**config.mk**
```make
export PLATFORM = sky130hd
export DESIGN_NAME = tlb_cache
export DESIGN_NICKNAME = d
export VERILOG_FILES = /design/src/rtl/tlb_pkg.sv /design/src/rtl/tlb_match.sv /design/src/rtl/tlb_victim.sv /design/src/rtl/tlb_cache.sv
export SDC_FILE = /design/constraint.sdc
export NUM_CORES = 2
export LEC_CHECK = 0
export ABC_CLOCK_PERIOD_IN_PS = 4300
export BUFFER_PORTS_ARGS = -buffer_cell sky130_fd_sc_hd__buf_2
export CAP_MARGIN = 40
export CORE_MARGIN = 5
export CORE_UTILIZATION = 30
export CTS_CLUSTER_DIAMETER = 30
export CTS_CLUSTER_SIZE = 28
export DETAILED_ROUTE_END_ITERATION = 8
export MAX_ROUTING_LAYER = met4
export SLEW_MARGIN = 10
export SYNTH_ARGS = -nofsm -noshare
export SYNTH_HDL_FRONTEND = slang
export SYNTH_SLANG_ARGS = --single-unit
```
**constraint.sdc**
```tcl
create_clock -name clk_i -period 4.3 [get_ports clk_i]
set_input_delay 0.215 -clock clk_i [delete_from_list [all_inputs] [get_ports clk_i]]
set_output_delay 0.215 -clock clk_i [all_outputs]
set_load 0.005 [all_outputs]
```
**src/rtl/tlb_pkg.sv**
```systemverilog
package tlb_pkg;
  function automatic logic prot_fault(input logic usr_ok, input logic wr_ok,
                                      input logic user, input logic write,
                                      input logic wp);
    return (!usr_ok && user) || (write && !wr_ok && (user || wp));
  endfunction
endpackage

```
**src/rtl/tlb_match.sv**
```systemverilog
module tlb_match #(
  parameter int N = 16,
  parameter int W = 20
) (
  input  logic [N-1:0]        valid_i,
  input  logic [N-1:0][W-1:0] tag_i,
  input  logic [W-1:0]        key_i,
  output logic [N-1:0]        hit_o
);
  for (genvar i = 0; i < N; i++) begin : g_cmp
    assign hit_o[i] = valid_i[i] && (tag_i[i] == key_i);
  end
endmodule

```
**src/rtl/tlb_victim.sv**
```systemverilog
module tlb_victim #(
  parameter int N = 16,
  parameter int IW = 4
) (
  input  logic [N-1:0]  valid_i,
  input  logic [IW-1:0] rr_i,
  output logic [IW-1:0] idx_o,
  output logic          evict_o
);
  always_comb begin
    idx_o   = rr_i;
    evict_o = 1'b1;
    for (int i = N - 1; i >= 0; i--) begin
      if (!valid_i[i]) begin
        idx_o   = IW'(i);
        evict_o = 1'b0;
      end
    end
  end
endmodule

```
**src/rtl/tlb_cache.sv**
```systemverilog
module tlb_cache
  import tlb_pkg::*;
#(
  parameter int ENTRIES = 16,
  parameter int VA_W    = 32,
  parameter int PA_W    = 32,
  parameter int OFF_W   = 12
) (
  input  logic                clk_i,
  input  logic                rst_ni,
  input  logic                lkp_valid_i,
  input  logic [VA_W-1:0]     lkp_va_i,
  input  logic                lkp_user_i,
  input  logic                lkp_write_i,
  input  logic                wp_en_i,
  output logic                resp_valid_o,
  output logic                resp_hit_o,
  output logic                resp_fault_o,
  output logic [PA_W-1:0]     resp_pa_o,
  output logic                walk_req_o,
  output logic [VA_W-OFF_W-1:0] walk_vpn_o,
  input  logic                walk_done_i,
  input  logic                walk_fault_i,
  input  logic [VA_W-OFF_W-1:0] walk_vpn_i,
  input  logic [PA_W-OFF_W-1:0] walk_ppn_i,
  input  logic                walk_user_i,
  input  logic                walk_wr_i,
  output logic                walk_fault_o,
  input  logic                base_wr_i,
  input  logic                inval_i,
  input  logic [VA_W-1:0]     inval_va_i
);
  localparam int VPN_W = VA_W - OFF_W;
  localparam int PPN_W = PA_W - OFF_W;
  localparam int IDX_W = (ENTRIES > 1) ? $clog2(ENTRIES) : 1;

  logic [ENTRIES-1:0]             vld_q, usr_q, wr_q;
  logic [ENTRIES-1:0][VPN_W-1:0]  vpn_q;
  logic [ENTRIES-1:0][PPN_W-1:0]  ppn_q;
  logic [IDX_W-1:0]               rr_q;

  logic [ENTRIES-1:0] lkp_match, fill_match, inv_match;
  logic [VPN_W-1:0]   lkp_vpn, inv_vpn;
  assign lkp_vpn = lkp_va_i[VA_W-1:OFF_W];
  assign inv_vpn = inval_va_i[VA_W-1:OFF_W];

  tlb_match #(.N(ENTRIES), .W(VPN_W)) u_lkp_match (
    .valid_i(vld_q), .tag_i(vpn_q), .key_i(lkp_vpn), .hit_o(lkp_match));
  tlb_match #(.N(ENTRIES), .W(VPN_W)) u_fill_match (
    .valid_i(vld_q), .tag_i(vpn_q), .key_i(walk_vpn_i), .hit_o(fill_match));
  tlb_match #(.N(ENTRIES), .W(VPN_W)) u_inv_match (
    .valid_i(vld_q), .tag_i(vpn_q), .key_i(inv_vpn), .hit_o(inv_match));

  logic [IDX_W-1:0] vic_idx;
  logic             vic_evict;
  tlb_victim #(.N(ENTRIES), .IW(IDX_W)) u_victim (
    .valid_i(vld_q), .rr_i(rr_q), .idx_o(vic_idx), .evict_o(vic_evict));

  // one-hot read of the lookup hit
  logic             lkp_hit, hit_usr, hit_wr;
  logic [PPN_W-1:0] hit_ppn;
  always_comb begin
    hit_ppn = '0;
    hit_usr = 1'b0;
    hit_wr  = 1'b0;
    for (int i = 0; i < ENTRIES; i++) begin
      if (lkp_match[i]) begin
        hit_ppn = hit_ppn | ppn_q[i];
        hit_usr = hit_usr | usr_q[i];
        hit_wr  = hit_wr  | wr_q[i];
      end
    end
  end
  assign lkp_hit = |lkp_match;

  // fill target: existing entry, else free/round-robin victim
  logic             fill_ok, fill_present, fill_evict;
  logic [IDX_W-1:0] fill_idx, fill_enc;
  always_comb begin
    fill_enc = '0;
    for (int i = 0; i < ENTRIES; i++)
      if (fill_match[i]) fill_enc = IDX_W'(i);
  end
  assign fill_present = |fill_match;
  assign fill_idx     = fill_present ? fill_enc : vic_idx;
  assign fill_evict   = !fill_present && vic_evict;
  assign fill_ok      = walk_done_i && !walk_fault_i && !base_wr_i &&
                        !(inval_i && (inv_vpn == walk_vpn_i));

  always_ff @(posedge clk_i or negedge rst_ni) begin
    if (!rst_ni) begin
      vld_q <= '0;
      usr_q <= '0;
      wr_q  <= '0;
      vpn_q <= '0;
      ppn_q <= '0;
      rr_q  <= '0;
    end else begin
      if (base_wr_i)    vld_q <= '0;
      else if (inval_i) vld_q <= vld_q & ~inv_match;
      if (fill_ok) begin
        vld_q[fill_idx] <= 1'b1;
        vpn_q[fill_idx] <= walk_vpn_i;
        ppn_q[fill_idx] <= walk_ppn_i;
        usr_q[fill_idx] <= walk_user_i;
        wr_q[fill_idx]  <= walk_wr_i;
        if (fill_evict)
          rr_q <= (rr_q == IDX_W'(ENTRIES - 1)) ? '0 : rr_q + 1'b1;
      end
    end
  end

  always_ff @(posedge clk_i or negedge rst_ni) begin
    if (!rst_ni) begin
      resp_valid_o <= 1'b0;
      resp_hit_o   <= 1'b0;
      resp_fault_o <= 1'b0;
      resp_pa_o    <= '0;
      walk_req_o   <= 1'b0;
      walk_vpn_o   <= '0;
      walk_fault_o <= 1'b0;
    end else begin
      resp_valid_o <= lkp_valid_i;
      resp_hit_o   <= lkp_valid_i && lkp_hit;
      resp_fault_o <= lkp_valid_i && lkp_hit &&
                      prot_fault(hit_usr, hit_wr, lkp_user_i, lkp_write_i, wp_en_i);
      resp_pa_o    <= (lkp_valid_i && lkp_hit) ? {hit_ppn, lkp_va_i[OFF_W-1:0]} : '0;
      walk_req_o   <= lkp_valid_i && !lkp_hit;
      walk_vpn_o   <= (lkp_valid_i && !lkp_hit) ? lkp_vpn : '0;
      walk_fault_o <= walk_done_i && walk_fault_i;
    end
  end


  resp_follows_req_chk: assert property (@(posedge clk_i) disable iff (!rst_ni)
    lkp_valid_i |=> resp_valid_o);

  no_spurious_resp_chk: assert property (@(posedge clk_i) disable iff (!rst_ni)
    !lkp_valid_i |=> !resp_valid_o);

  walk_on_miss_chk: assert property (@(posedge clk_i) disable iff (!rst_ni)
    walk_req_o |-> (resp_valid_o && !resp_hit_o));

  fault_no_alloc_chk: assert property (@(posedge clk_i) disable iff (!rst_ni)
    (walk_done_i && walk_fault_i && !base_wr_i && !inval_i) |=> (vld_q == $past(vld_q)));

  flush_all_chk: assert property (@(posedge clk_i) disable iff (!rst_ni)
    base_wr_i |=> (vld_q == '0));

  fault_needs_hit_chk: assert property (@(posedge clk_i) disable iff (!rst_ni)
    resp_fault_o |-> resp_hit_o);

  unique_page_chk: assert property (@(posedge clk_i) disable iff (!rst_ni)
    $onehot0(fill_match));
endmodule

```
==> metrics.md <==
| Metric | Value |
|---|---|
| Status | complete, no violations |
| RSZ-0062 raised after global routing | no |
| Most frequent cells in the layout | dfrtp_1 (749), xnor2_1 (646), mux2_2 (616) |
| IO Count | 173 |
| Most used cell, CP | nand4_1 |
| Hold Slack | 0.0785 ns |
| Kind of critical path | register to register |
| Initial antenna violation count | 5 |
| Register area share after synthesis | 44.3% |
| Min cycle time layout | 3.95 ns |
| Comb power frac | 10.2% |
| Vias | 32370 |
| Synthesized Nets | 3680 |
| Area growth syn-to-layout | 24.7% |
| Reg power frac | 34.7% |
| Clock root cell | clkbuf_16 |
| Final design utilization | 37.7% |
| Average cell area after synthesis | 11.9 um^2 |
| Cell Count, Final, Fillers Out | 5884 |
| Switching pwr | 5880 uW |
| Top_reg_cell synth | dfrtp_1 |
| Max Freq | 253 MHz |
| EDFF count, synth | 0 |
| First-pass GRT wire length | 240000 um |
| GPL Wtd Cong | 0.941 |
| Count of final hold-check violations | 0 |
| Synthesized instance count | 3563 |
| Hold crit path type | input port to register |
| Input/output buffers | 160 |
| Compound-Gate Fraction of Synth Area | about 5.0% |
| Post-synthesis mux area share | 18.3% |
| WL/cell | 28.7 um |
| Post-CTS Resized | 0 |
| Netlist Area Pre-Place | 42300 um^2 |
| Initial Util | around 30% |
| GRT overflow | 0 |
| Clk sinks | 749 |
| Final worst-path cycle share | 91.8% |
| DRC violations left | 0 |
| Overall routing resource usage | 22.9% |
| Clock power frac | between 50% and 60% |
| DRT antenna net count | 0 |
| Async SR Flop Fraction | 100% |
| Sequential standard cell area | ~19000 um^2 |
| Die height | 385 um |
| Switching share of power | 26.7% |
| Post-Synth XOR/XNOR Area | 20.3% |
| Vias in the first global route | 32973 |
| Fillers | 13658 |
| Synth Area in Simple Gates | 8.76% |
| YS warnings | 0 |
| DP HPWL | 107000 um |
| Placed Instances | between 5000 and 6000 |
| Buffer and inverter count on the worst path | 1 |
| Final setup fails | 0 |
| Setup_tns | 0 ns |
| Max-slew violations | 0 |
| Leakage | approximately 0.023 uW |
| Cell Int Power | 16100 uW |
| Max-slew headroom | 36.5% |
| Startpoint class of the critical path | register |
| Maximum VDD drop | 0.391 mV |
| Least-Margin Pin Slew | 0.952 ns |
| Post-Synth Adder-Cell Area | 0.0296% |
| P per Cell Area | roughly 420 nW/um^2 |
| Starting DRT DRC Count | around 3200 |
| Synth area leader | dfrtp_1 |
| Crit Path Max Fanout | 15 |
| Crit-path cells | xnor2_1 -> nand4_1 -> nor4_1 -> a22oi_1 -> nand4_1 -> a41oi_1 -> nor3b_2 -> nor3b_1 -> a21boi_4 -> buf_4 -> mux2_2 |
| Most common cell after layout, fill and taps aside | dfrtp_1 |
| CTS buffer count | approximately 150 |
| Total core area | 140000 um^2 |
| Register bit count reported by yosys | 749 |
| Clk Latency, worst-skew pair | 0.78 ns |
| Top cell type's share of synthesized area | 44.3% |
| Clock-pin slew on the worst setup and hold paths | around 0.050 ns |
| Largest family of logic cells by synthesized area | XOR/XNOR gates |
| CP Capture Type | register |
| Multi-input logic area | 22300 um^2 |
| Critical-path top delay cell | nor4_1 |
| Routed wire length | between 150000 and 200000 um |
| CP max stage delay | 0.53 ns |
| # rows | 137 |
| Final worst clock skew | 0.0557 ns |
| Critical Path RT | 4.91 ns |
| DR vias/cell | 5.50 |
| Design Power | 22000 uW |
| Longest Clk Path Bufs | 3 |
| Main area contributors after synthesis | dfrtp_1 (44%), mux2_2 (16%), xnor2_1 (13%) |
| Synth unique cells | 63 |
| CP top delay family | simple AND/OR/NAND/NOR gates |
| Max-cap violations | 0 |
| Arr. time, crit path | around 4.6 ns |
| Full die area | ~150000 um^2 |
| CTS tree | yes |
| Drt pass-1 iters | 5 |
| Die width | 385 um |
| Pin count of the biggest net entering global routing | 104 |
| Nets | ~4000 |
| H-tree depth | 4 |
| Share of layout cells above drive strength 1 | about a third |
metrics by stage:
step | cell area [um^2] | setup slack (ns)
floorplan | 42300 | 1.02
global placement | 46900 | 0.0971
detailed placement | 46900 | 0.0618
CTS | 52700 | 0.348
global route | 52700 | 0.0407
finish | 52700 | 0.352
worst min-delay path: stages:
cell and delay (ns):
buf_2 0.12, buf_4 0.23, and3_1 0.20
path summary, 6_finish.rpt:
check | to | slack (ns) | depth (start not counted) | start
max in group asynchronous | vpn_q[87] | 2.94 | 3 | rst_ni
hold / removal | walk_vpn_o[4] | 0.08 | 3 | lkp_va_i[16]
setup reg to reg | vpn_q[169] | 0.35 | 11 | vpn_q[31]
hold reg to reg | ppn_q[155] | 0.49 | 1 | ppn_q[155]
min in group asynchronous | ppn_q[272] | 0.10 | 2 | rst_ni
setup / recovery | vpn_q[169] | 0.35 | 11 | vpn_q[31]
final cells by class:
| type | instances | area share [%] |
|---|---|---|
| tap | 1876 | 4.45 |
| timing repair buffer | 459 | 7.50 |
| clock buffer | 196 | 7.88 |
| multi-input combinational | 2510 | 42.3 |
| clock inverter | 80 | 2.27 |
| antenna | 4 | 0.0190 |
| inverter | 10 | 0.0712 |
| sequential | 749 | 35.5 |
cells by family after synthesis:
kind of cell,after synthesis
DFF,749
and+or+nand+nor,606
xor gates and xnor gates,981
adders and majority gates,1
AOI/OAI and AO/OA,249
buffers and inverters,304
muxes,673
cells in the mapped netlist, drive strengths merged (2+ instances only):
master,count
a21boi,4
a21oi,6
a221oi,82
a222oi,2
a22o,82
a22oi,9
a311oi,3
a31o,3
a31oi,3
a41oi,22
and2,16
and3,26
and4,6
buf,126
clkbuf,168
dfrtp,749
inv,10
mux2,673
nand2,28
nand2b,5
nand3,74
nand3b,3
nand4,219
nand4b,10
nor2,15
nor3,8
nor3b,17
nor4,146
nor4b,5
o211ai,5
o21a,4
o21ai,12
o31ai,2
o41ai,3
or2,19
or4,6
xnor2,646
xor2,335
power groups by stage:
stage / clock network (uW) / logic, uW / registers, uW
floorplan: 0 / 1280 / 7640
global placement: 0 / 2140 / 7710
detailed placement: 0 / 2150 / 7720
CTS: 12300 / 2200 / 7610
global route: 12600 / 2360 / 7650
finish: 12100 / 2240 / 7620
what timing repair did:
action                                  in CTS  in global routing
hold endpoints to repair                   517                  0
hold buffers                                49                  0
buffers inserted                             0                  0
endpoints found under the setup margin       0                  0
registers in the layout (all words and copies together) (netlist names):
register      flops
resp_hit_o        1
rr_q              4
vld_q            16
resp_valid_o      1
walk_fault_o      1
ppn_q           320
wr_q             16
vpn_q           320
walk_req_o        1
usr_q            16
resp_pa_o        32
resp_fault_o      1
walk_vpn_o       20
metal layers:
metal	global-route usage, %	vias to the layer above	share of wire, %
met5	-	-	0
li1	-	13496	-
met3	4.96	494	7.7
met4	11.7	0	5.9
met1	28.5	16889	41
met2	35.4	1491	45
(Power assumes the default switching activity.)
